==> config.mk <==
export PLATFORM = sky130hd
export DESIGN_NAME = seg_frame_rx
export DESIGN_NICKNAME = d
export VERILOG_FILES = /design/src/rtl/seg_rx_pkg.sv /design/src/rtl/seg_pin_sync.sv /design/src/rtl/seg_frame_ctrl.sv /design/src/rtl/seg_payload.sv /design/src/rtl/seg_frame_rx.sv
export SDC_FILE = /design/constraint.sdc
export NUM_CORES = 1
export LEC_CHECK = 0
export BUFFER_PORTS_ARGS = -buffer_cell sky130_fd_sc_hd__buf_2
export CAP_MARGIN = 5
export CORE_AREA = 2 2 169 171
export DETAILED_ROUTE_END_ITERATION = 10
export DIE_AREA = 0 0 171 173
export HOLD_SLACK_MARGIN = 0.03
export SYNTH_ARGS = -nofsm -noshare
export SYNTH_HDL_FRONTEND = slang
export SYNTH_HIERARCHICAL = 1
export SYNTH_SLANG_ARGS = --single-unit
==> constraint.sdc <==
create_clock -name clk_i -period 3.38 [get_ports clk_i]
set_input_delay 0.676 -clock clk_i [delete_from_list [all_inputs] [get_ports clk_i]]
set_output_delay 0.676 -clock clk_i [all_outputs]
set_load 0.05 [all_outputs]
==> src/rtl/seg_rx_pkg.sv <==
package seg_rx_pkg;

  typedef enum logic [2:0] {
    ST_IDLE,
    ST_ADDR,
    ST_DATA,
    ST_FULL,
    ST_SKIP
  } rx_state_e;

  typedef struct packed {
    logic start;
    logic stop;
    logic bit_stb;
    logic bit_val;
    logic enb_cmt;
  } pin_evt_t;

endpackage

==> src/rtl/seg_pin_sync.sv <==
module seg_pin_sync
  import seg_rx_pkg::*;
#(
  parameter int STAGES = 2
) (
  input  logic     clk_i,
  input  logic     rst_ni,
  input  logic     sdat_i,
  input  logic     sclk_i,
  input  logic     senb_i,
  output pin_evt_t evt_o
);

  localparam int NPIN = 3;
  // idle levels of the bus: {enb, clk, dat}
  localparam logic [NPIN-1:0] IDLE_LVL = 3'b011;
  localparam int P_DAT = 0;
  localparam int P_CLK = 1;
  localparam int P_ENB = 2;

  logic [NPIN-1:0] raw, cur, prv;
  assign raw = {senb_i, sclk_i, sdat_i};

  for (genvar p = 0; p < NPIN; p++) begin : g_pin
    logic [STAGES-1:0] chain;
    always_ff @(posedge clk_i or negedge rst_ni) begin
      if (!rst_ni) chain <= {STAGES{IDLE_LVL[p]}};
      else         chain <= {chain[STAGES-2:0], raw[p]};
    end
    assign cur[p] = chain[STAGES-1];
  end

  always_ff @(posedge clk_i or negedge rst_ni) begin
    if (!rst_ni) prv <= IDLE_LVL;
    else         prv <= cur;
  end

  always_comb begin
    evt_o.start   = cur[P_CLK] & prv[P_CLK] &  prv[P_DAT] & ~cur[P_DAT];
    evt_o.stop    = cur[P_CLK] & prv[P_CLK] & ~prv[P_DAT] &  cur[P_DAT];
    evt_o.bit_stb = cur[P_CLK] & ~prv[P_CLK];
    evt_o.bit_val = cur[P_DAT];
    evt_o.enb_cmt = cur[P_ENB] & ~prv[P_ENB] & cur[P_CLK];
  end

endmodule

==> src/rtl/seg_frame_ctrl.sv <==
module seg_frame_ctrl
  import seg_rx_pkg::*;
#(
  parameter int ADDR_W = 8,
  parameter int SEG_W  = 128
) (
  input  logic              clk_i,
  input  logic              rst_ni,
  input  pin_evt_t          evt_i,
  input  logic [ADDR_W-1:0] dev_addr_i,
  output logic              shift_en_o,
  output logic              shift_bit_o,
  output logic              commit_o
);

  localparam int CNT_W = $clog2(SEG_W + 1);
  localparam logic [CNT_W-1:0] ADDR_LAST = CNT_W'(ADDR_W - 1);
  localparam logic [CNT_W-1:0] SEG_LAST  = CNT_W'(SEG_W - 1);
  localparam logic [CNT_W-1:0] SEG_FULL  = CNT_W'(SEG_W);

  rx_state_e         state_q, state_d;
  logic [CNT_W-1:0]  cnt_q, cnt_d;
  logic [ADDR_W-1:0] addr_q, addr_d, addr_nxt;
  logic              addr_hit;

  assign addr_nxt    = {addr_q[ADDR_W-2:0], evt_i.bit_val};
  assign addr_hit    = (addr_nxt == dev_addr_i);
  assign shift_bit_o = evt_i.bit_val;

  always_comb begin
    state_d    = state_q;
    cnt_d      = cnt_q;
    addr_d     = addr_q;
    shift_en_o = 1'b0;
    commit_o   = 1'b0;
    if (evt_i.start) begin
      // restart from any state
      state_d = ST_ADDR;
      cnt_d   = '0;
    end else begin
      unique case (state_q)
        ST_ADDR: begin
          if (evt_i.stop) begin
            state_d = ST_IDLE;
          end else if (evt_i.bit_stb) begin
            addr_d = addr_nxt;
            if (cnt_q == ADDR_LAST) begin
              state_d = addr_hit ? ST_DATA : ST_SKIP;
              cnt_d   = '0;
            end else begin
              cnt_d = cnt_q + 1'b1;
            end
          end
        end
        ST_DATA: begin
          if (evt_i.stop) begin
            state_d = ST_IDLE;           // short frame dropped
          end else if (evt_i.bit_stb) begin
            shift_en_o = 1'b1;
            cnt_d      = cnt_q + 1'b1;
            if (cnt_q == SEG_LAST) state_d = ST_FULL;
          end
        end
        ST_FULL: begin
          if (evt_i.stop || evt_i.enb_cmt) begin
            commit_o = 1'b1;
            state_d  = ST_IDLE;
          end
        end
        ST_SKIP: begin
          if (evt_i.stop) state_d = ST_IDLE;
        end
        default: state_d = ST_IDLE;
      endcase
    end
  end

  always_ff @(posedge clk_i or negedge rst_ni) begin
    if (!rst_ni) begin
      state_q <= ST_IDLE;
      cnt_q   <= '0;
      addr_q  <= '0;
    end else begin
      state_q <= state_d;
      cnt_q   <= cnt_d;
      addr_q  <= addr_d;
    end
  end

  a_r9_cnt_bound: assert property (@(posedge clk_i) disable iff (!rst_ni)
    cnt_q <= SEG_FULL);

  a_r6_commit_full: assert property (@(posedge clk_i) disable iff (!rst_ni)
    commit_o |-> (cnt_q == SEG_FULL));

  a_r4_data_after_hit: assert property (@(posedge clk_i) disable iff (!rst_ni)
    (state_q == ST_DATA && $past(state_q) == ST_ADDR) |-> $past(addr_hit));

  a_r5_no_shift_outside_data: assert property (@(posedge clk_i) disable iff (!rst_ni)
    shift_en_o |-> (state_q == ST_DATA));

endmodule

==> src/rtl/seg_payload.sv <==
module seg_payload #(
  parameter int SEG_W = 128,
  parameter int GRP   = 4
) (
  input  logic             clk_i,
  input  logic             rst_ni,
  input  logic             shift_en_i,
  input  logic             shift_bit_i,
  input  logic             commit_i,
  output logic [SEG_W-1:0] seg_o,
  output logic             upd_o
);

  logic [SEG_W-1:0] shreg_q, mapped;

  always_ff @(posedge clk_i or negedge rst_ni) begin
    if (!rst_ni)         shreg_q <= '0;
    else if (shift_en_i) shreg_q <= {shreg_q[SEG_W-2:0], shift_bit_i};
  end

  // arrival k (oldest at MSB) -> group k/GRP, reversed inside the group
  for (genvar k = 0; k < SEG_W; k++) begin : g_map
    assign mapped[(k / GRP) * GRP + (GRP - 1 - (k % GRP))] = shreg_q[SEG_W-1-k];
  end

  always_ff @(posedge clk_i or negedge rst_ni) begin
    if (!rst_ni) begin
      seg_o <= '0;
      upd_o <= 1'b0;
    end else begin
      upd_o <= commit_i;
      if (commit_i) seg_o <= mapped;
    end
  end

  a_r6_single_strobe: assert property (@(posedge clk_i) disable iff (!rst_ni)
    upd_o |=> !upd_o);

  a_r5_latch_only_on_upd: assert property (@(posedge clk_i) disable iff (!rst_ni)
    !$stable(seg_o) |-> upd_o);

endmodule

==> src/rtl/seg_frame_rx.sv <==
module seg_frame_rx
  import seg_rx_pkg::*;
#(
  parameter int ADDR_W      = 8,
  parameter int SEG_W       = 128,
  parameter int BP_N        = 4,
  parameter int SYNC_STAGES = 2
) (
  input  logic              clk_i,
  input  logic              rst_ni,
  input  logic [ADDR_W-1:0] dev_addr_i,
  input  logic              sdat_i,
  input  logic              sclk_i,
  input  logic              senb_i,
  output logic [SEG_W-1:0]  seg_o,
  output logic              seg_upd_o
);

  pin_evt_t evt;
  logic     shift_en, shift_bit, commit;

  seg_pin_sync #(.STAGES(SYNC_STAGES)) u_sync (
    .clk_i  (clk_i),
    .rst_ni (rst_ni),
    .sdat_i (sdat_i),
    .sclk_i (sclk_i),
    .senb_i (senb_i),
    .evt_o  (evt)
  );

  seg_frame_ctrl #(.ADDR_W(ADDR_W), .SEG_W(SEG_W)) u_ctrl (
    .clk_i       (clk_i),
    .rst_ni      (rst_ni),
    .evt_i       (evt),
    .dev_addr_i  (dev_addr_i),
    .shift_en_o  (shift_en),
    .shift_bit_o (shift_bit),
    .commit_o    (commit)
  );

  seg_payload #(.SEG_W(SEG_W), .GRP(BP_N)) u_payload (
    .clk_i       (clk_i),
    .rst_ni      (rst_ni),
    .shift_en_i  (shift_en),
    .shift_bit_i (shift_bit),
    .commit_i    (commit),
    .seg_o       (seg_o),
    .upd_o       (seg_upd_o)
  );

endmodule

==> impl_metrics.tcl, run 1 <==
set metrics [dict create \
    utilization 0.472 \
    grt_pass1_vias 5881 \
    cp_slowest_cell "dfstp_2" \
    drive_gt1_frac 0.582 \
    core_um2 27600 \
    postPlaceCellArea_um2 12000 \
    synth_edf_count 0 \
    grt-busiest-layer "met2" \
    cts_buffers 30 \
    syn_nets 672 \
    setup_viol_count_final 0 \
    slew_headroom 0.536 \
    hp-class "input pin to asynchronous set/reset pin" \
    worst_pin_slew_ns 0.697 \
    gp_congestion 0.734 \
    finalWorstSetupSlack_ns 0.712 \
    crit_fanout 53 \
    critPathLaunchType "flip-flop" \
    r2r-start "u_sync/g_pin[0].chain[1]" \
    dr.pass1.iters 6 \
    ys_seq_area_frac 0.647 \
    worstPathRequired_ns 3.80 \
    use_met3 0.0302 \
    htreeDepth 1 \
    cts_root_buf "clkbuf_16" \
    synthArstFlopShare 1.00 \
    cts_tree "done" \
    grt_use_met1 0.187 \
    critPathMaxStageDelay_ns 0.58 \
    status "finished clean" \
    crit_family "simple AND/OR/NAND/NOR gates" \
    drtIter0Drc 202 \
    max-cap-violations 0 \
    dp.final_hpwl_mm 11.6 \
    postCtsSetupBuffers 0 \
    cts_sinks 284 \
    antenna_found_initial 0 \
    clk_latency_ns 0.54 \
    yosys.cell_types.count 41 \
    synthCells 658 \
    rsz0062_at_grt "false" \
    synth.avg_cell_area_um2 16.7 \
    area_growth_pct 18.5 \
    finalPower_w 0.00722 \
    start_util 0.398 \
    reg2reg_depth 6 \
    drc_errors 0 \
    ant_nets 0 \
    irDropWorstVdd_uv 393 \
    layout_commonest_cell "dfrtp_1" \
    cts_buffer_depth 3 \
    routedWlPerCell_um 15.4 \
    reg2reg_to "u_payload/seg_o[60]" \
    vias 5809 \
    io_pins 142 \
    yosys_warnings 6 \
    drv_slew 0 \
    diodes 0 \
    fin_tns_setup_ns 0 \
    final_cell_mix "278 x dfrtp_1, 263 x mux2_2, 140 x buf_2" \
    grt_overflow 0 \
    die_area_um2 29600 \
    finalClockSkew_ns 0.00787 \
    synth-seq-cells 284 \
    use_met2 0.191 \
    path_class "flip-flop to flip-flop" \
    worstPathArrival_ns 3.09 \
    hold_viol 0 \
    cp-end-kind "flip-flop" \
    r2r_setup_slack_ns 0.71 \
    vias_per_cell 4.80 \
    core.rowCount 61 \
    pre_cts_slack_ns 0.695 \
    timing.final.crit_period_ns 2.67 \
    fmax_mhz 375 \
    grt_pass1_wl_mm 31.5 \
    cts.clk_slew.worst_paths_ns 0.06 \
    numPortBuffers 141 \
    layout.nets 822 \
    grtUsageTotal 0.128 \
    post-route-period-util 0.789 \
    ys.flop_type "dfrtp_1" \
    crit_buf_inv 2 \
    cts_resized 0 \
    die_h_um 173 \
    grt_max_degree 109 \
    syn-cell-area_um2 11000 \
    holdBufCountCts 0 \
    die_w_um 171 \
    wl_mm 18.7 \
    final_area_um2 13000 \
    p_per_area_nw_per_um2 554 \
    leakagePower_nw 6.86 \
    path_cells "and4b_1 -> nor2_1 -> nor4b_2 -> buf_12 -> buf_4 -> mux2_2" \
]
==> stage by stage <==
stage	std cells	hold WS, ns
after floorplan	658	0.331
after global placement	1154	0.335
after detailed placement	1154	0.339
after global routing	1209	0.136
final	1209	0.110
after CTS	1209	0.102
==> power breakdown <==
group	total, W	internal, W	leakage (nW)	switching (W)
logic	0.000250	0.000103	2.40	0.000147
registers	0.00355	0.00348	3.93	0.0000726
clock network	0.00342	0.00213	0.529	0.00129
total	0.00722	0.00572	6.86	0.00150
==> how the worst max path moves through the flow <==
stage,from,endpoint,depth (start not counted)
after floorplan,u_sync/g_pin[0].chain[1],u_payload/seg_o[107],6
after global placement,u_sync/g_pin[0].chain[1],u_payload/seg_o[81],6
after detailed placement,u_sync/g_pin[0].chain[1],u_payload/seg_o[69],6
after CTS,u_sync/g_pin[0].chain[1],u_payload/seg_o[60],6
after global routing,u_sync/g_pin[0].chain[1],u_payload/seg_o[78],6
final,u_sync/g_pin[0].chain[1],u_payload/seg_o[60],6
==> registers in the layout (all words and copies together) (netlist names) <==
name,cells
u_payload/seg_o,128
u_ctrl/cnt_q,8
u_payload/upd_o,1
u_payload/shreg_q,128
u_ctrl/addr_q,7
u_sync/prv,3
u_sync/g_pin.chain,6
u_ctrl/state_q,3
==> synth_stat cells, types with 3 or more instances <==
cell      instances  area share
a21oi_1           6      0.0027
buf_6            12       0.012
clkbuf_8         16       0.020
dfrtp_1         278        0.63
dfstp_2           6       0.014
mux2_2          263        0.27
nand2_1           8      0.0027
nand3_1           6      0.0027
nor2_1            3      0.0010
nor3_1            4      0.0018
nor4_1            4      0.0023
o21ai_0           3      0.0014
or3_1             3      0.0017
or3_2             3      0.0020
xor2_1            9      0.0072
==> final cells by class <==
cell class,count,area [um2]
Timing Repair Buffer,152,873
Clock buffer,47,946
Clock inverter,8,115
Fill cell,2503,14600
Multi-Input combinational cell,339,3500
Tap cell,378,473
Inverter,1,3.75
Sequential cell,284,7110
==> cells by family after synthesis <==
kind of cell	after synthesis	share of synthesized area
compound gates	17	0.0100
xor+xnor	10	0.00865
fa+ha+maj	1	0.00114
buf+inv	35	0.0356
flops	284	0.647
mux	263	0.269
simple gates	48	0.0284
==> routing by layer <==
| metal | wire, um | share of wire |
|---|---|---|
| met1 | 8890 | 0.48 |
| met2 | 8330 | 0.45 |
| met3 | 1080 | 0.058 |
| met4 | 357 | 0.019 |
| met5 | 0 | 0 |
Note: power is estimated with default switching activity, not from simulation.
==> run 2: changes to the inputs <==
==> constraint.sdc (replaced) <==
create_clock -name clk_i -period 2.15 [get_ports clk_i]
set_input_delay 0.43 -clock clk_i [delete_from_list [all_inputs] [get_ports clk_i]]
set_output_delay 0.43 -clock clk_i [all_outputs]
set_load 0.05 [all_outputs]
==> run 2 against run 1 <==
Against the previous run:
- cell area is 1.7% higher
- largest power group unchanged
- routed wire length is 2.1% higher
- highest routed layer unchanged
- worst setup slack worse by 0.60 ns
==> impl_metrics.tcl, run 2 (synthesized netlist as in run 1, its figures left out) <==
set metrics [dict create \
    status "finished clean" \
    finalClockSkew_ns 0.00996 \
    layout.nets 844 \
    start_util 0.398 \
    critPathLaunchType "flip-flop" \
    vias 5859 \
    routedWlPerCell_um 15.5 \
    cp-end-kind "flip-flop" \
    final_area_um2 13300 \
    utilization 0.480 \
    antenna_found_initial 0 \
    holdPathStages 0 \
    vias_per_cell 4.77 \
    die_area_um2 29600 \
    drtIter0Drc 254 \
    timing.final.crit_period_ns 2.04 \
    gp_congestion 0.706 \
    drv_slew 0 \
    irDropWorstVdd_uv 755 \
    io_pins 142 \
    cts_buffers 29 \
    crit_fanout 21 \
    area_growth_pct 20.5 \
    cts_root_buf "clkbuf_16" \
    reg2reg_depth 5 \
    postCtsSetupBuffers 0 \
    drive_gt1_frac 0.591 \
    reg.largest.list "u_payload/seg_o x128, u_payload/shreg_q x128, u_ctrl/cnt_q x8" \
    post-route-period-util 0.947 \
    htreeDepth 1 \
    worstPathRequired_ns 2.56 \
    setup_viol_count_final 0 \
    ant_nets 0 \
    dp.final_hpwl_mm 12.5 \
    max-cap-violations 0 \
    cts_tree "done" \
    dr.pass1.iters 4 \
    core_um2 27600 \
    layout_commonest_cell "dfrtp_1" \
    path_class "flip-flop to flip-flop" \
    grt_pass1_vias 6062 \
    hp-class "flip-flop to flip-flop" \
    p_per_area_nw_per_um2 840 \
    fillCellCount 2432 \
    clk_latency_ns 0.53 \
    hold_viol 0 \
    grt_overflow 0 \
    grtUsageTotal 0.129 \
    drc_errors 0 \
    cts_buffer_depth 3 \
    timing.hold.ws_ns 0.347 \
    worst_pin_slew_ns 0.602 \
    cts.clk_slew.worst_paths_ns 0.06 \
    diodes 0 \
    finalWorstSetupSlack_ns 0.113 \
    grt_pass1_wl_mm 31.8 \
    die_w_um 171 \
    die_h_um 173 \
    leakagePower_nw 6.96 \
    fin_tns_setup_ns 0 \
    rsz0062_at_grt "true" \
    cts_sinks 284 \
    pre_cts_slack_ns 0.0983 \
    wl_mm 19.0 \
    grt_max_degree 58 \
    final_cell_mix "278 x dfrtp_1, 263 x mux2_2, 140 x buf_2" \
    fmax_mhz 491 \
    postPlaceCellArea_um2 12200 \
    core.rowCount 61 \
    numPortBuffers 141 \
    slew_headroom 0.595 \
    worstPathArrival_ns 2.44 \
]
run 2: power by group:
group / internal, W / switching (W)
clock network: 0.00310 / 0.00202
logic: 0.000187 / 0.000247
registers: 0.00547 / 0.000111
run 2: critical path: stages (launching register included):
cell	delay (ns)
dfstp_2	0.53
and4b_1	0.28
nor4b_4	0.31
buf_4	0.24
buf_12	0.19
mux2_2	0.36
run 2: path summary, 6_finish.rpt:
| path | startpoint | to | slack (ns) |
|---|---|---|---|
| max in group asynchronous | rst_ni | u_sync/prv[1] | 1.05 |
| min | u_sync/g_pin[2].chain[0] | u_sync/g_pin[2].chain[1] | 0.35 |
| max reg2reg | u_sync/g_pin[0].chain[1] | u_payload/seg_o[22] | 0.11 |
| min reg2reg | u_sync/g_pin[2].chain[0] | u_sync/g_pin[2].chain[1] | 0.35 |
| max | u_sync/g_pin[0].chain[1] | u_payload/seg_o[22] | 0.11 |
| min in group asynchronous | rst_ni | u_payload/shreg_q[70] | 0.44 |
run 2: per-layer routing:
metal / track usage / vias up / part of all wire
met4: 0.0307 / 0 / 0.015
met3: 0.0332 / 24 / 0.064
li1: - / 2703 / -
met1: 0.191 / 2998 / 0.49
met5: 0 / - / 0
met2: 0.191 / 134 / 0.43
run 2: area by class of cell:
type | instances | area (um2) | share of cell area
Timing Repair Buffer | 175 | 1160 | 0.0872
Clock buffer | 40 | 847 | 0.0639
Sequential cell | 284 | 7110 | 0.537
Inverter | 1 | 3.75 | 0.000283
Clock inverter | 12 | 145 | 0.0110
Multi-Input combinational cell | 339 | 3510 | 0.265
Tap cell | 378 | 473 | 0.0357
run 2: repair_timing:
action,CTS,global route
resized for setup,0,1
hold endpoints to repair,52,0
setup endpoints to repair,0,28
hold buffers,4,0
run 2: stage by stage:
step | total power (W) | instances
6_report | 0.0111 | 1229
3_3_place_gp | 0.00611 | 1173
2_1_floorplan | 0.00588 | 658
4_1_cts | 0.0113 | 1229
5_1_grt | 0.0116 | 1229
3_5_place_dp | 0.00612 | 1173
==> run 3: changes to the inputs <==
--- a/config.mk
+++ b/config.mk
@@ -7,11 +7,10 @@
 export LEC_CHECK = 0
 export BUFFER_PORTS_ARGS = -buffer_cell sky130_fd_sc_hd__buf_2
 export CAP_MARGIN = 5
-export CORE_AREA = 2 2 169 171
+export CORE_AREA = 2 2 168 170
 export DETAILED_ROUTE_END_ITERATION = 10
-export DIE_AREA = 0 0 171 173
+export DIE_AREA = 0 0 170 172
 export HOLD_SLACK_MARGIN = 0.03
 export SYNTH_ARGS = -nofsm -noshare
 export SYNTH_HDL_FRONTEND = slang
-export SYNTH_HIERARCHICAL = 1
 export SYNTH_SLANG_ARGS = --single-unit
==> run 3 against run 2 <==
Against the previous run:
- via count shrank 1.6%
- routed wire length grew 2.6%
- global-route usage grew 0.57 points
==> impl_metrics.tcl, run 3 <==
set metrics [dict create \
    status "finished clean" \
    cts_tree "done" \
    vias 5768 \
    numPortBuffers 141 \
    fin_tns_setup_ns 0 \
    worstPathRequired_ns 2.57 \
    synthSimpleGateAreaFrac 0.0212 \
    layout.nets 835 \
    worst_pin_slew_ns 0.493 \
    gp_congestion 0.787 \
    drv_slew 0 \
    die_w_um 170 \
    synthArstFlopShare 1.00 \
    crit_fanout 30 \
    path_cells "nand4b_4 -> nand4b_1 -> a21oi_4 -> buf_12 -> buf_12 -> mux2_2" \
    final_area_um2 13200 \
    yosys-top-cells-area "dfrtp_1 64%, mux2_2 26%, dfstp_2 1.5%" \
    synth_top_area_frac 0.643 \
    timing.hold.ws_ns 0.346 \
    die_area_um2 29200 \
    fillCellCount 2458 \
    timing.final.crit_period_ns 2.04 \
    setup_viol_count_final 0 \
    synthMuxAreaShare 0.275 \
    yosys-top-cells-count "278 x dfrtp_1, 252 x mux2_2, 16 x xnor2_1" \
    grt_overflow 0 \
    cts_buffer_depth 3 \
    antenna_found_initial 0 \
    crit_family "flip-flops" \
    finalClockSkew_ns 0.00727 \
    crit_buf_inv 2 \
    critPathMaxStageDelay_ns 0.61 \
    syn_nets 670 \
    cp_slowest_cell "dfstp_2" \
    synth-xor-area-share 0.0138 \
    synth.avg_cell_area_um2 16.5 \
    hp-class "flip-flop to flip-flop" \
    synth_top_area_cell "dfrtp_1" \
    vias_per_cell 4.84 \
    synth-seq-cells 284 \
    leakagePower_nw 7.02 \
    dr.pass1.iters 4 \
    cts_sinks 284 \
    synth_fa_ha_area_frac 0.00116 \
    cts.clk_slew.worst_paths_ns 0.06 \
    path_class "flip-flop to flip-flop" \
    final_cell_mix "278 x dfrtp_1, 252 x mux2_2, 140 x buf_2" \
    seqCellArea_um2 7110 \
    place_inst 1130 \
    synthCells 656 \
    start_util 0.394 \
    yosys_warnings 0 \
    timing.critical_path.mode_cell "buf_12" \
    die_h_um 172 \
    syn-cell-area_um2 10800 \
    cp-end-kind "flip-flop" \
    io_pins 142 \
    clk_latency_ns 0.54 \
    drive_gt1_frac 0.560 \
    max-cap-violations 0 \
    fmax_mhz 489 \
    layout_commonest_cell "dfrtp_1" \
    drtIter0Drc 208 \
    cts_root_buf "clkbuf_16" \
    synth_edf_count 0 \
    p_per_area_nw_per_um2 846 \
    multi_input_area_um2 3520 \
    cts_buffers 30 \
    worstPathArrival_ns 2.47 \
    wl_mm 19.5 \
    drc_errors 0 \
    grtUsageTotal 0.135 \
    irDropWorstVdd_uv 495 \
    diodes 0 \
    yosysMostFrequentCell "dfrtp_1" \
    ys_seq_area_frac 0.658 \
    reg.largest.list "u_payload.seg_o x128, u_payload.shreg_q x128, u_ctrl.cnt_q x8" \
    grt_pass1_vias 6094 \
    grt_max_degree 65 \
    yosys.cell_types.count 36 \
    synth_top_family_by_area "multiplexers" \
    final_cells 1191 \
    post-route-period-util 0.951 \
    ys.flop_type "dfrtp_1" \
    critPathLaunchType "flip-flop" \
    grt_pass1_wl_mm 32.2 \
    core.rowCount 61 \
    hold_viol 0 \
    ant_nets 0 \
    dp.final_hpwl_mm 12.6 \
    slew_headroom 0.671 \
    routedWlPerCell_um 16.4 \
    finalPower_w 0.0111 \
    rsz0062_at_grt "false" \
    core_um2 27500 \
    area_growth_pct 21.8 \
    postPlaceCellArea_um2 12100 \
    synth-compound-area-share 0.0132 \
    htreeDepth 1 \
]
-- run 3: timing repair --
action / 4_1_cts / 5_1_grt
setup endpoints to repair: 0 / 9
resized for setup: 0 / 1
buffers inserted: 0 / 0
hold buffers: 4 / 0
endpoints found under the hold margin: 50 / 0
-- run 3: routing by layer --
metal / vias to the layer above / track usage / wire length [um]
met4: 0 / 0.0405 / 514
met3: 36 / 0.0291 / 808
li1: 2659 / - / -
met2: 90 / 0.227 / 9430
met5: - / 0 / 0
met1: 2983 / 0.177 / 8770
-- run 3: path summary, 6_finish.rpt --
kind | startpoint | to | slack, ns | cells after the start
max in group asynchronous | rst_ni | u_payload.seg_o[20] | 1.05 | 3
worst max-delay path | u_sync.g_pin[0].chain[1] | u_payload.seg_o[70] | 0.11 | 6
worst min register to register | u_sync.g_pin[2].chain[0] | u_sync.g_pin[2].chain[1] | 0.35 | 0
worst min-delay path | u_sync.g_pin[2].chain[0] | u_sync.g_pin[2].chain[1] | 0.35 | 0
worst max register to register | u_sync.g_pin[0].chain[1] | u_payload.seg_o[70] | 0.11 | 6
min in group asynchronous | rst_ni | u_payload.seg_o[108] | 0.39 | 2
-- run 3: final cells by class --
class,instances,area share
inverters,4,0.00114
well taps,346,0.0329
repair buffers,163,0.0819
clock inverters,9,0.00751
clock buffers,47,0.0688
multi-input cells,338,0.268
flip-flops and latches,284,0.540
-- run 3: cells by family after synthesis --
kind of cell,count (synthesis)
and+or+nand+nor,39
buffers and inverters,34
muxes,264
DFF,284
adders and majority gates,1
xor gates and xnor gates,17
AOI/OAI and AO/OA,17
-- run 3: worst register-to-register path: stages, from the launching register on --
cell and delay, ns:
dfstp_2 0.61, nand4b_4 0.16, nand4b_1 0.19, a21oi_4 0.19, buf_12 0.19, buf_12 0.22
mux2_2 0.38
-- run 3: where the power goes --
part	internal, W	switching, W	total (W)
clock network	0.00312	0.00207	0.00519
registers	0.00544	0.0000953	0.00554
logic	0.000189	0.000229	0.000418
-- run 3: stage by stage --
stage / util / setup WS (ns)
5_1_grt: 0.479 / 0.00668
3_3_place_gp: 0.440 / 0.118
4_1_cts: 0.478 / 0.0761
6_report: 0.479 / 0.106
3_5_place_dp: 0.440 / 0.0918
2_1_floorplan: - / 0.163
